File: config.mk
export PLATFORM = sky130hd
export DESIGN_NAME = bus_watchdog
export DESIGN_NICKNAME = d
export VERILOG_FILES = /design/src/rtl/bwd_pkg.sv /design/src/rtl/bwd_sync.sv /design/src/rtl/bwd_frame_det.sv /design/src/rtl/bwd_timer.sv /design/src/rtl/bus_watchdog.sv
export SDC_FILE = /design/constraint.sdc
export NUM_CORES = 1
export LEC_CHECK = 0
export BUFFER_PORTS_ARGS = -buffer_cell sky130_fd_sc_hd__buf_2
export CAP_MARGIN = 20
export CORE_ASPECT_RATIO = 0.75
export CORE_UTILIZATION = 52
export DETAILED_ROUTE_END_ITERATION = 16
export GPL_TIMING_DRIVEN = 0
export PLACE_DENSITY_LB_ADDON = 0.08
export SLEW_MARGIN = 10
export SYNTH_ARGS = -nofsm -noshare
export SYNTH_HDL_FRONTEND = slang
export SYNTH_SLANG_ARGS = --single-unit
File: constraint.sdc
create_clock -name clk -period 1.95 [get_ports clk]
set_input_delay 0.2925 -clock clk [delete_from_list [all_inputs] [get_ports clk]]
set_output_delay 0.2925 -clock clk [all_outputs]
set_load 0.02 [all_outputs]
File: src/rtl/bwd_pkg.sv
// Shared types for the bus activity watchdog.
// Assumes: period codes are decoded only by the timer and held in the top.
package bwd_pkg;
    typedef enum logic [1:0] {
        PER_LONG  = 2'b00,
        PER_MED   = 2'b01,
        PER_SHORT = 2'b10,
        PER_OFF   = 2'b11
    } per_e;

    typedef enum logic [1:0] {
        FR_IDLE  = 2'b00,
        FR_START = 2'b01,
        FR_LOW   = 2'b10,
        FR_HIGH  = 2'b11
    } frame_e;
endpackage

File: src/rtl/bwd_sync.sv
// Multi-stage synchroniser for a vector of asynchronous wires.
// Assumes: each bit is independent; the reset value models an idle bus.
module bwd_sync #(
    parameter int              W       = 2,
    parameter int              STAGES  = 2,
    parameter logic [W-1:0]    RST_VAL = '1
) (
    input  logic         clk,
    input  logic         rst_n,
    input  logic [W-1:0] d,
    output logic [W-1:0] q
);
    logic [W-1:0] stg [STAGES];

    for (genvar i = 0; i < STAGES; i++) begin : g_stg
        if (i == 0) begin : g_first
            // First stage: capture the raw wire levels.
            always_ff @(posedge clk) begin
                if (!rst_n) stg[i] <= RST_VAL;
                else        stg[i] <= d;
            end
        end else begin : g_next
            // Later stages: shift toward the output.
            always_ff @(posedge clk) begin
                if (!rst_n) stg[i] <= RST_VAL;
                else        stg[i] <= stg[i-1];
            end
        end
    end

    assign q = stg[STAGES-1];
endmodule

File: src/rtl/bwd_frame_det.sv
// Detects start/stop conditions and tracks a qualifying frame:
// start, SCL low, SCL high, stop. Emits a one-cycle kick on that stop.
// Assumes: scl_s/sda_s are already synchronised to clk.
module bwd_frame_det
    import bwd_pkg::*;
(
    input  logic clk,
    input  logic rst_n,
    input  logic scl_s,
    input  logic sda_s,
    output logic kick_o
);
    logic   scl_d, sda_d;
    logic   start_c, stop_c, scl_fall, scl_rise;
    frame_e st_q, st_n;

    // Delay the synchronised samples by one cycle for edge detection.
    always_ff @(posedge clk) begin
        if (!rst_n) begin
            scl_d <= 1'b1;
            sda_d <= 1'b1;
        end else begin
            scl_d <= scl_s;
            sda_d <= sda_s;
        end
    end

    // Bus conditions: SDA edges with SCL high in both samples.
    always_comb begin
        start_c  = scl_s && scl_d && sda_d && !sda_s;
        stop_c   = scl_s && scl_d && !sda_d && sda_s;
        scl_fall = scl_d && !scl_s;
        scl_rise = !scl_d && scl_s;
    end

    // Frame tracker next-state logic; start and stop override any phase.
    always_comb begin
        st_n = st_q;
        if (start_c) st_n = FR_START;
        else if (stop_c) st_n = FR_IDLE;
        else begin
            case (st_q)
                FR_START: if (scl_fall) st_n = FR_LOW;
                FR_LOW:   if (scl_rise) st_n = FR_HIGH;
                FR_HIGH:  if (scl_fall) st_n = FR_LOW;
                default:  st_n = st_q;
            endcase
        end
    end

    // Frame tracker state register.
    always_ff @(posedge clk) begin
        if (!rst_n) st_q <= FR_IDLE;
        else        st_q <= st_n;
    end

    assign kick_o = stop_c && (st_q == FR_HIGH);
endmodule

File: src/rtl/bwd_timer.sv
// Timeout counter with period decode, restart on kick, expiry pulse.
// Assumes: all tick counts are >= 2 and TICKS_LONG is the largest.
module bwd_timer
    import bwd_pkg::*;
#(
    parameter int TICKS_LONG  = 4096,
    parameter int TICKS_MED   = 1024,
    parameter int TICKS_SHORT = 256
) (
    input  logic clk,
    input  logic rst_n,
    input  per_e per_i,
    input  logic kick_i,
    output logic expire_o
);
    localparam int CW = $clog2(TICKS_LONG + 1);

    logic [CW-1:0] cnt_q, lim_m1;
    logic          run;

    // Decode the selected limit (minus one) and the enable.
    always_comb begin
        run = 1'b1;
        case (per_i)
            PER_LONG:  lim_m1 = CW'(TICKS_LONG - 1);
            PER_MED:   lim_m1 = CW'(TICKS_MED - 1);
            PER_SHORT: lim_m1 = CW'(TICKS_SHORT - 1);
            default: begin
                lim_m1 = '0;
                run    = 1'b0;
            end
        endcase
    end

    // Count, restart on kick or disable, pulse and reload at the limit.
    always_ff @(posedge clk) begin
        if (!rst_n) begin
            cnt_q    <= '0;
            expire_o <= 1'b0;
        end else begin
            expire_o <= 1'b0;
            if (kick_i || !run) begin
                cnt_q <= '0;
            end else if (cnt_q >= lim_m1) begin
                cnt_q    <= '0;
                expire_o <= 1'b1;
            end else begin
                cnt_q <= cnt_q + 1'b1;
            end
        end
    end
endmodule

File: src/rtl/bus_watchdog.sv
// Top: watchdog serviced by observed bus framing, with a lockable
// two-bit period register. Assumes scl_i/sda_i are asynchronous.
module bus_watchdog
    import bwd_pkg::*;
#(
    parameter int TICKS_LONG  = 4096,
    parameter int TICKS_MED   = 1024,
    parameter int TICKS_SHORT = 256,
    parameter int SYNC_STAGES = 2
) (
    input  logic       clk,
    input  logic       rst_n,
    input  logic       scl_i,
    input  logic       sda_i,
    input  logic       wp_i,
    input  logic       per_we_i,
    input  logic [1:0] per_wdata_i,
    output logic [1:0] per_sel_o,
    output logic       timeout_o
);
    logic [1:0] bus_s;
    logic       kick;
    per_e       per_q;

    bwd_sync #(.W(2), .STAGES(SYNC_STAGES), .RST_VAL(2'b11)) u_sync (
        .clk   (clk),
        .rst_n (rst_n),
        .d     ({scl_i, sda_i}),
        .q     (bus_s)
    );

    bwd_frame_det u_frame (
        .clk    (clk),
        .rst_n  (rst_n),
        .scl_s  (bus_s[1]),
        .sda_s  (bus_s[0]),
        .kick_o (kick)
    );

    // Period register: reset to the longest period, frozen by write protect.
    always_ff @(posedge clk) begin
        if (!rst_n)                  per_q <= PER_LONG;
        else if (per_we_i && !wp_i)  per_q <= per_e'(per_wdata_i);
    end

    bwd_timer #(
        .TICKS_LONG  (TICKS_LONG),
        .TICKS_MED   (TICKS_MED),
        .TICKS_SHORT (TICKS_SHORT)
    ) u_timer (
        .clk      (clk),
        .rst_n    (rst_n),
        .per_i    (per_q),
        .kick_i   (kick),
        .expire_o (timeout_o)
    );

    assign per_sel_o = per_q;
endmodule

==> results.cfg, run 1 <==
[status]
status = complete, but fails checks
violations = negative setup slack

[cells_and_area]
areaGrowthSynthToFinish_pct = 25.0
drive_above_1_share_pct = 33.9
final_core_util_pct = 70.2
final-seq-area_um2 = 489
multiInputGateArea_um2 = 812
num-fill-cells = 192
nets = 182
fin_cells = 199
antenna_cells = 0

[worst_setup_path]
crit_buf_inv = 3
required_ps = 2170
cp_cell_sequence = nand2_8 > inv_6 > ha_4 > nand2_2 > or4_4 > a311o_1 > a31oi_4 > buf_6 > buf_8 > nor3_2
crit_arrival_ps = 2390
crit_type = register to register
critPathCaptureType = register
worst-path-max-fanout = 5
cp_top_family = simple AND/OR/NAND/NOR gates
critPathMaxStageDelay_ps = 410
cpMaxStageDelayCell = or4_4
critPathLaunchType = register

[logic_synthesis]
synth-seq-cells = 24
avgSynthCellArea_um2 = 9.47
synth_mux_area_share_pct = 2.39
synth_commonest_cells = 24 x dfxtp_1, 13 x nand2_1, 10 x nor3_2
yosys.area_share.simple_pct = 31.0
synthAdderAreaFrac_pct = 7.66
syn_area_um2 = 1310
synth_top_area_cell = dfxtp_1
synthTopCellsByArea = dfxtp_1 37%, ha_1 7.7%, nor3_2 7.7%
synth_top_family_by_area = simple AND/OR/NAND/NOR gates
synth-main-ff-cell = dfxtp_1
synth-compound-area-share_pct = 8.91
ys_async_sr_fraction_pct = 0
ys_types = 40
synth_nets = 154
synth_edf_count = 0
synth_xor_area_share_pct = 8.05
synth.most_common_cell = dfxtp_1
syn_inst = 138
ys_warn_count = 0
ys_seq_area_share_pct = 36.8
synth_top_area_share_pct = 36.8

[die]
dieHeight_um = 45.4
ioPinCount = 11
core_area_um2 = 2330
dieArea_um2 = 2720
num_rows = 15
die_w_um = 59.9
initial_core_util_pct = 56.1

[sta]
fin_crit_sh_pct = 111
fin_worst_skew_ps = 9.03
max_freq_mhz = 460
max-slew-margin-rel_pct = 78.4
setup-violations-final = 13
rsz0062_at_grt = true
hold_violations = 0
tightest_slew_ps = 321
finalMaxSlewViolations = 0
worst_slack_ps = -224
period_needed_ps = 2170
setup_tns_ps = -2760

[grt]
overflow = 0
first_global_vias = 948
grt_max_degree = 15
grt_util_all_layers_pct = 22.7
grt_pass1_wl_um = 4440
antenna_found_initial = 0

[route]
drc_errors = 0
first_iter_violations = 69
vias = 1075
dr.pass1.iters = 4
viasPerCell = 5.40
wl_per_cell_um = 13.9
totalWireLength_um = 2770
drtAntennaViolNets = 0

[place]
pre_cts_ws_ps = -280
gp_congestion = 0.751
hpwl_um = 1780
dpl.cell_count = 182
port_buffers = 10

[clock_network]
ctsLongestPathBuffers = 2
clkSinkCount = 24
cts_tree = yes
cts_buffers = 3
cts_hold_buffers = 0
h-tree-depth = 1
clock_latency_ps = 320
cts.clk_slew.worst_paths_ps = 130
cts_root_buf = clkbuf_4

[flow_run]
cap_violations = 0

[pwr]
p_leak_nw = 0.623
power_density_nw_per_um2 = 557
ir_drop_mv = 0.342

[worst_hold_path]
holdCritPathClass = input pin to register
-- repair_timing --
item                                   in CTS  in global routing
gates resized for setup                     6                  5
setup endpoints to repair                  13                 14
pin swaps                                   5                  7
setup buffers                              10                  4
gates cloned                                1                  0
endpoints found under the hold margin       0                  0
-- placed cells by master (no fill, tap or decap), types with 2 or more instances in the layout --
cell | synthesis | layout
a21oi_1 | 4 | 4
buf_2 | 1 | 11
buf_4 | 0 | 10
buf_6 | 3 | 4
clkbuf_4 | 0 | 3
dfxtp_1 | 24 | 21
dfxtp_4 | 0 | 2
ha_1 | 8 | 6
ha_4 | 0 | 2
inv_1 | 5 | 5
mux2i_1 | 2 | 2
nand2_1 | 13 | 12
nand2b_1 | 7 | 7
nand3_1 | 5 | 5
nand4_1 | 5 | 5
nor2_1 | 9 | 9
nor3_1 | 4 | 4
nor3_2 | 10 | 9
xnor2_1 | 7 | 7
xor2_1 | 5 | 5
-- kinds of logic after synthesis --
| group | after synthesis |
|---|---|
| flip-flops | 24 |
| XOR/XNOR | 12 |
| AND/OR/NAND/NOR | 67 |
| multiplexers | 3 |
| adder cells (fa/ha/maj) | 8 |
| buffers and inverters | 11 |
| AO/OA/AOI/OAI | 13 |
-- flip-flops by register name (all words and copies together), names as in the netlist --
signal and cells:
u_frame.st_q 2, u_frame.scl_d 1, u_frame.sda_d 1, u_timer.expire_o 1, per_sel_o 2, u_sync.stg 4
u_timer.cnt_q 13
-- stage by stage --
stage / area [µm²] / power (mW) / hold WS, ps
after detailed placement: 1430 / 0.603 / 394
after CTS: 1610 / 0.918 / 134
final: 1630 / 0.910 / 148
after global routing: 1630 / 0.954 / 138
after global placement: 1430 / 0.600 / 389
after floorplan: 1330 / 0.580 / 366
-- final cells by class --
cell class                      instances  area share [%]
Multi-Input combinational cell        103            49.7
Sequential cell                        24            30.0
Timing Repair Buffer                   23            10.3
Clock buffer                            4            2.91
Buffer                                  5            2.84
Tap cell                               34            2.61
Inverter                                6            1.69
-- routing by layer --
layer | up-vias | wire length (µm) | track usage, %
met5 | - | 0 | 0
met3 | 3 | 132 | 5.97
met2 | 23 | 1270 | 35.1
met1 | 508 | 1350 | 31.9
met4 | 0 | 11 | 4.65
li1 | 541 | - | -
-- report_power, final --
group | internal, mW | switching [mW]
logic | 0.0417 | 0.0407
clock network | 0.157 | 0.150
registers | 0.503 | 0.0179
-- final timing paths --
path | from | endpoint | slack [ps] | cells past startpoint
setup / recovery | per_sel_o[0]$_SDFFE_PN0P_ | u_timer.cnt_q[3]$_SDFF_PP0_ | -220 | 10
hold / removal | scl_i | u_sync.stg[0][1]$_SDFF_PN1_ | 150 | 2
setup reg to reg | per_sel_o[0]$_SDFFE_PN0P_ | u_timer.cnt_q[3]$_SDFF_PP0_ | -220 | 10
hold reg to reg | u_sync.stg[0][1]$_SDFF_PN1_ | u_sync.stg[1][1]$_SDFF_PN1_ | 420 | 1
Note: power is estimated with default switching activity, not from simulation.
==> inputs of run 2 (changes only) <==
--- a/config.mk
+++ b/config.mk
@@ -11,7 +11,7 @@
 export CORE_UTILIZATION = 52
 export DETAILED_ROUTE_END_ITERATION = 16
 export GPL_TIMING_DRIVEN = 0
-export PLACE_DENSITY_LB_ADDON = 0.08
+export PLACE_DENSITY = 0.81
 export SLEW_MARGIN = 10
 export SYNTH_ARGS = -nofsm -noshare
 export SYNTH_HDL_FRONTEND = slang
==> run 2 against run 1 <==
Net effect:
- the run still ends with negative setup slack left
- sequential power barely moved
- critical path type unchanged
- first-iteration DRC count is 32% lower
- largest power group unchanged
- count of clock-buffer cells in the layout stayed put
- clock skew is 5.7 ps lower
- final area shrank 0.23%
- critical path depth unchanged
- die area unchanged
- largest cell class unchanged
- sequential share of layout area increased by 0.069 points
- combinational power increased by 7.4%
- final cell count did not move
==> results.cfg, run 2 (synthesized netlist as in run 1, its figures left out) <==
[status]
status = complete, but fails checks
violations = negative setup slack

[route]
wl_per_cell_um = 14.9
viasPerCell = 5.50
dr.pass1.iters = 4
drtAntennaViolNets = 0
drc_errors = 0
vias = 1094
first_iter_violations = 47
totalWireLength_um = 2960

[clock_network]
cts_buffers = 3
clkSinkCount = 24
ctsLongestPathBuffers = 2
h-tree-depth = 1
clock_latency_ps = 320
cts_hold_buffers = 0
cts.clk_slew.worst_paths_ps = 140
cts_tree = yes
cts_root_buf = clkbuf_4

[die]
dieArea_um2 = 2720
initial_core_util_pct = 56.1
ioPinCount = 11
dieHeight_um = 45.4
die_w_um = 59.9
core_area_um2 = 2330
num_rows = 15

[cells_and_area]
nets = 182
drive_above_1_share_pct = 35.2
final_common_cell = dfxtp_1
mostFrequentLayoutCells = 21 x dfxtp_1, 12 x nand2_1, 12 x nor3_2
top_register = u_timer.cnt_q
finalInstanceArea_um2 = 1630
areaGrowthSynthToFinish_pct = 24.7
antenna_cells = 0
final_core_util_pct = 70.0
largest_register_ffs = 13
reg_top3 = u_timer.cnt_q: 13 flops, u_sync.stg: 4 flops

[sta]
setup_tns_ps = -2770
max_freq_mhz = 454
rsz0062_at_grt = true
hold_violations = 0
fin_crit_sh_pct = 113
worst_slack_ps = -252
period_needed_ps = 2200
whs_ps = 139
max-slew-margin-rel_pct = 78.4
finalMaxSlewViolations = 0
tightest_slew_ps = 325
fin_worst_skew_ps = 3.35
setup-violations-final = 13

[grt]
grt_util_all_layers_pct = 22.8
grt_max_degree = 15
antenna_found_initial = 0
first_global_vias = 1038
grt_pass1_wl_um = 4490
overflow = 0

[worst_setup_path]
crit_arrival_ps = 2430
cp_cell_sequence = nand2_8 > inv_6 > ha_4 > nand2_2 > or4_1 > a311o_1 > a31oi_4 > buf_6 > buf_8 > nor3_2
critPathLaunchType = register
crit_type = register to register
required_ps = 2180
cp_top_family = simple AND/OR/NAND/NOR gates
reg2reg_setup_slack_ps = -250
cpMaxStageDelayCell = or4_1
crit_buf_inv = 3
critPathCaptureType = register
critPathMaxStageDelay_ps = 420
worst-path-max-fanout = 5

[place]
hpwl_um = 1880
gp_congestion = 0.765
port_buffers = 10
dpl_cell_area_um2 = 1430

[pwr]
p_leak_nw = 0.637
p_total_uw = 926
ir_drop_mv = 0.509
power_density_nw_per_um2 = 568

[flow_run]
cap_violations = 0

[worst_hold_path]
holdCritPathClass = input pin to register
[run 2: cell types whose count changed in the layout (fill, tap and decap cells not counted)]
cell,before,now
nor3_2,9,12
nor3_1,4,2
buf_12,1,0
buf_6,4,5
nor3_4,1,0
nor3b_1,1,0
nor3b_2,0,1
or4_1,1,2
or4_4,1,0
[run 2: layout make-up]
cell class	instances	area, µm²
multi-input combinational	103	817
sequential	24	489
buffer	5	46.3
timing repair buffer	23	159
tap	34	42.5
inverter	6	27.5
clock buffer	4	47.5
fill	170	698
[run 2: stage by stage]
step | std cells | setup WS (ps)
after CTS | 196 | -230
final | 199 | -252
after global routing | 199 | -272
after detailed placement | 182 | -266
after floorplan | 138 | -124
after global placement | 182 | -216
[run 2: path summary, 6_finish.rpt]
kind / startpoint / end / cells past startpoint
setup reg to reg: per_sel_o[0]$_SDFFE_PN0P_ / u_timer.cnt_q[4]$_SDFF_PP0_ / 10
hold reg to reg: u_sync.stg[0][0]$_SDFF_PN1_ / u_sync.stg[1][0]$_SDFF_PN1_ / 1
setup / recovery: per_sel_o[0]$_SDFFE_PN0P_ / u_timer.cnt_q[4]$_SDFF_PP0_ / 10
hold / removal: scl_i / u_sync.stg[0][1]$_SDFF_PN1_ / 2
[run 2: timing repair]
item,CTS,global route
gates cloned,1,0
resized for setup,6,7
endpoints found under the setup margin,13,14
buffers inserted,9,4
pin swaps,3,5
[run 2: report_power, final]
part           switching [mW]  internal, mW  leakage (nW)
Combinational          0.0426        0.0458         0.414
Clock                   0.159         0.157        0.0261
Sequential             0.0177         0.503         0.197
[run 2: layer usage]
| layer | vias to the layer above | GRT usage [%] | routed length, µm |
|---|---|---|---|
| met5 | - | 0 | 0 |
| met4 | 0 | 6.05 | 14 |
| met3 | 2 | 5.40 | 153 |
| met2 | 31 | 41.1 | 1440 |
| met1 | 523 | 27.3 | 1350 |
| li1 | 538 | - | - |
==> inputs of run 3 (changes only) <==
--- a/config.mk
+++ b/config.mk
@@ -11,7 +11,7 @@
 export CORE_UTILIZATION = 52
 export DETAILED_ROUTE_END_ITERATION = 16
 export GPL_TIMING_DRIVEN = 0
-export PLACE_DENSITY = 0.81
+export PLACE_DENSITY = 0.78
 export SLEW_MARGIN = 10
 export SYNTH_ARGS = -nofsm -noshare
 export SYNTH_HDL_FRONTEND = slang
==> run 3 against run 2 <==
Net effect:
- the run still ends with negative setup slack left
- setup slack better by 37 ps
- count of clock-buffer cells in the layout is the same
- final area down 1.0%
- utilization decreased by 0.70 points
- largest power group unchanged
- worst hold slack got worse by 4.2 ps
- critical path type unchanged
- first-iteration DRC count is 45% lower
- global-route usage is 0.64 points lower
==> results.cfg, run 3 (synthesized netlist as in run 1, its figures left out) <==
[die]
ioPinCount = 11
initial_core_util_pct = 56.1
core_area_um2 = 2330
dieArea_um2 = 2720
dieHeight_um = 45.4
num_rows = 15
die_w_um = 59.9

[sta]
tightest_slew_ps = 368
setup_tns_ps = -2550
setup-violations-final = 13
fin_worst_skew_ps = 7.05
whs_ps = 135
period_needed_ps = 2170
worst_slack_ps = -215
rsz0062_at_grt = true
max-slew-margin-rel_pct = 75.2
fin_crit_sh_pct = 111
max_freq_mhz = 462
hold_violations = 0
finalMaxSlewViolations = 0

[clock_network]
cts_buffers = 3
ctsLongestPathBuffers = 2
cts.clk_slew.worst_paths_ps = 140
h-tree-depth = 1
clkSinkCount = 24
clock_latency_ps = 330
cts_hold_buffers = 0
cts_tree = yes
cts_root_buf = clkbuf_4

[grt]
grt_pass1_wl_um = 4320
overflow = 0
grt_util_all_layers_pct = 22.1
antenna_found_initial = 0
grt_max_degree = 15
first_global_vias = 957

[cells_and_area]
num-fill-cells = 197
mostFrequentLayoutCells = 22 x dfxtp_1, 12 x nand2_1, 12 x nor3_2
multiInputGateArea_um2 = 826
largest_register_ffs = 13
final_core_util_pct = 69.3
areaGrowthSynthToFinish_pct = 23.5
nets = 179
final_common_cell = dfxtp_1
top_register = u_timer.cnt_q
final-seq-area_um2 = 488
antenna_cells = 0
reg_top3 = u_timer.cnt_q: 13 flops, u_sync.stg: 4 flops
drive_above_1_share_pct = 33.3

[worst_setup_path]
cp.depth = 9
cp_cell_sequence = nand2_8 > inv_8 > ha_4 > nand2_2 > or4_1 > a311o_1 > a31oi_4 > buf_8 > nor3_2
cpMaxStageDelayCell = or4_1
critPathCaptureType = register
required_ps = 2180
worst-path-max-fanout = 10
crit_buf_inv = 2
cp_top_family = simple AND/OR/NAND/NOR gates
reg2reg_depth = 9
crit_arrival_ps = 2400
crit_type = register to register
critPathMaxStageDelay_ps = 400
critPathLaunchType = register

[status]
status = complete, but fails checks
violations = negative setup slack

[route]
wl_per_cell_um = 14.4
viasPerCell = 5.48
vias = 1074
dr.pass1.iters = 4
drc_errors = 0
first_iter_violations = 26
drtAntennaViolNets = 0
totalWireLength_um = 2820

[worst_hold_path]
holdCritPathClass = input pin to register
hold_depth = 2

[place]
port_buffers = 10
gp_congestion = 0.754
pre_cts_ws_ps = -261
hpwl_um = 1950

[flow_run]
cap_violations = 0

[pwr]
p_total_uw = 925
ir_drop_mv = 0.411
p_leak_nw = 0.629
power_density_nw_per_um2 = 574
run 3: layer usage:
metal	routed length, µm	global-route usage [%]	vias up
met5	0	0	-
met4	31	5.58	0
met3	134	5.97	4
met2	1380	35.8	23
met1	1270	29.5	515
li1	-	-	532
run 3: timing repair:
action | CTS | global route
setup buffers | 7 | 3
endpoints found under the setup margin | 13 | 14
pin swaps | 2 | 5
resized for setup | 5 | 8
run 3: layout make-up:
class                      instances  share of cell area, %
clock buffer                       4                   2.95
buffer                             5                   3.10
timing repair buffer              20                   7.99
sequential                        24                   30.3
inverter                           6                   1.86
multi-input combinational        103                   51.2
tap                               34                   2.64
run 3: report_power, final:
group / switching [mW] / internal [mW]
sequential: 0.0181 / 0.503
combinational: 0.0415 / 0.0464
clock: 0.160 / 0.157
total: 0.219 / 0.706
run 3: worst paths after layout:
check / from / end / slack (ps)
max reg2reg: per_sel_o[0]$_SDFFE_PN0P_ / u_timer.cnt_q[11]$_SDFF_PP0_ / -220
max: per_sel_o[0]$_SDFFE_PN0P_ / u_timer.cnt_q[11]$_SDFF_PP0_ / -220
min reg2reg: u_sync.stg[0][1]$_SDFF_PN1_ / u_sync.stg[1][1]$_SDFF_PN1_ / 420
min: scl_i / u_sync.stg[0][1]$_SDFF_PN1_ / 130
run 3: per-stage QoR:
| step | cells | area, µm² |
|---|---|---|
| floorplan | 138 | 1330 |
| global placement | 182 | 1430 |
| detailed placement | 182 | 1430 |
| CTS | 193 | 1550 |
| global route | 196 | 1610 |
| finish | 196 | 1610 |
run 3: worst register-to-register path: stages, from the launching register on:
cell and delay [ps]:
dfxtp_4 390, nand2_8 100, inv_8 40, ha_4 260
nand2_2 50, or4_1 400, a311o_1 330, a31oi_4 250
buf_8 190, nor3_2 60
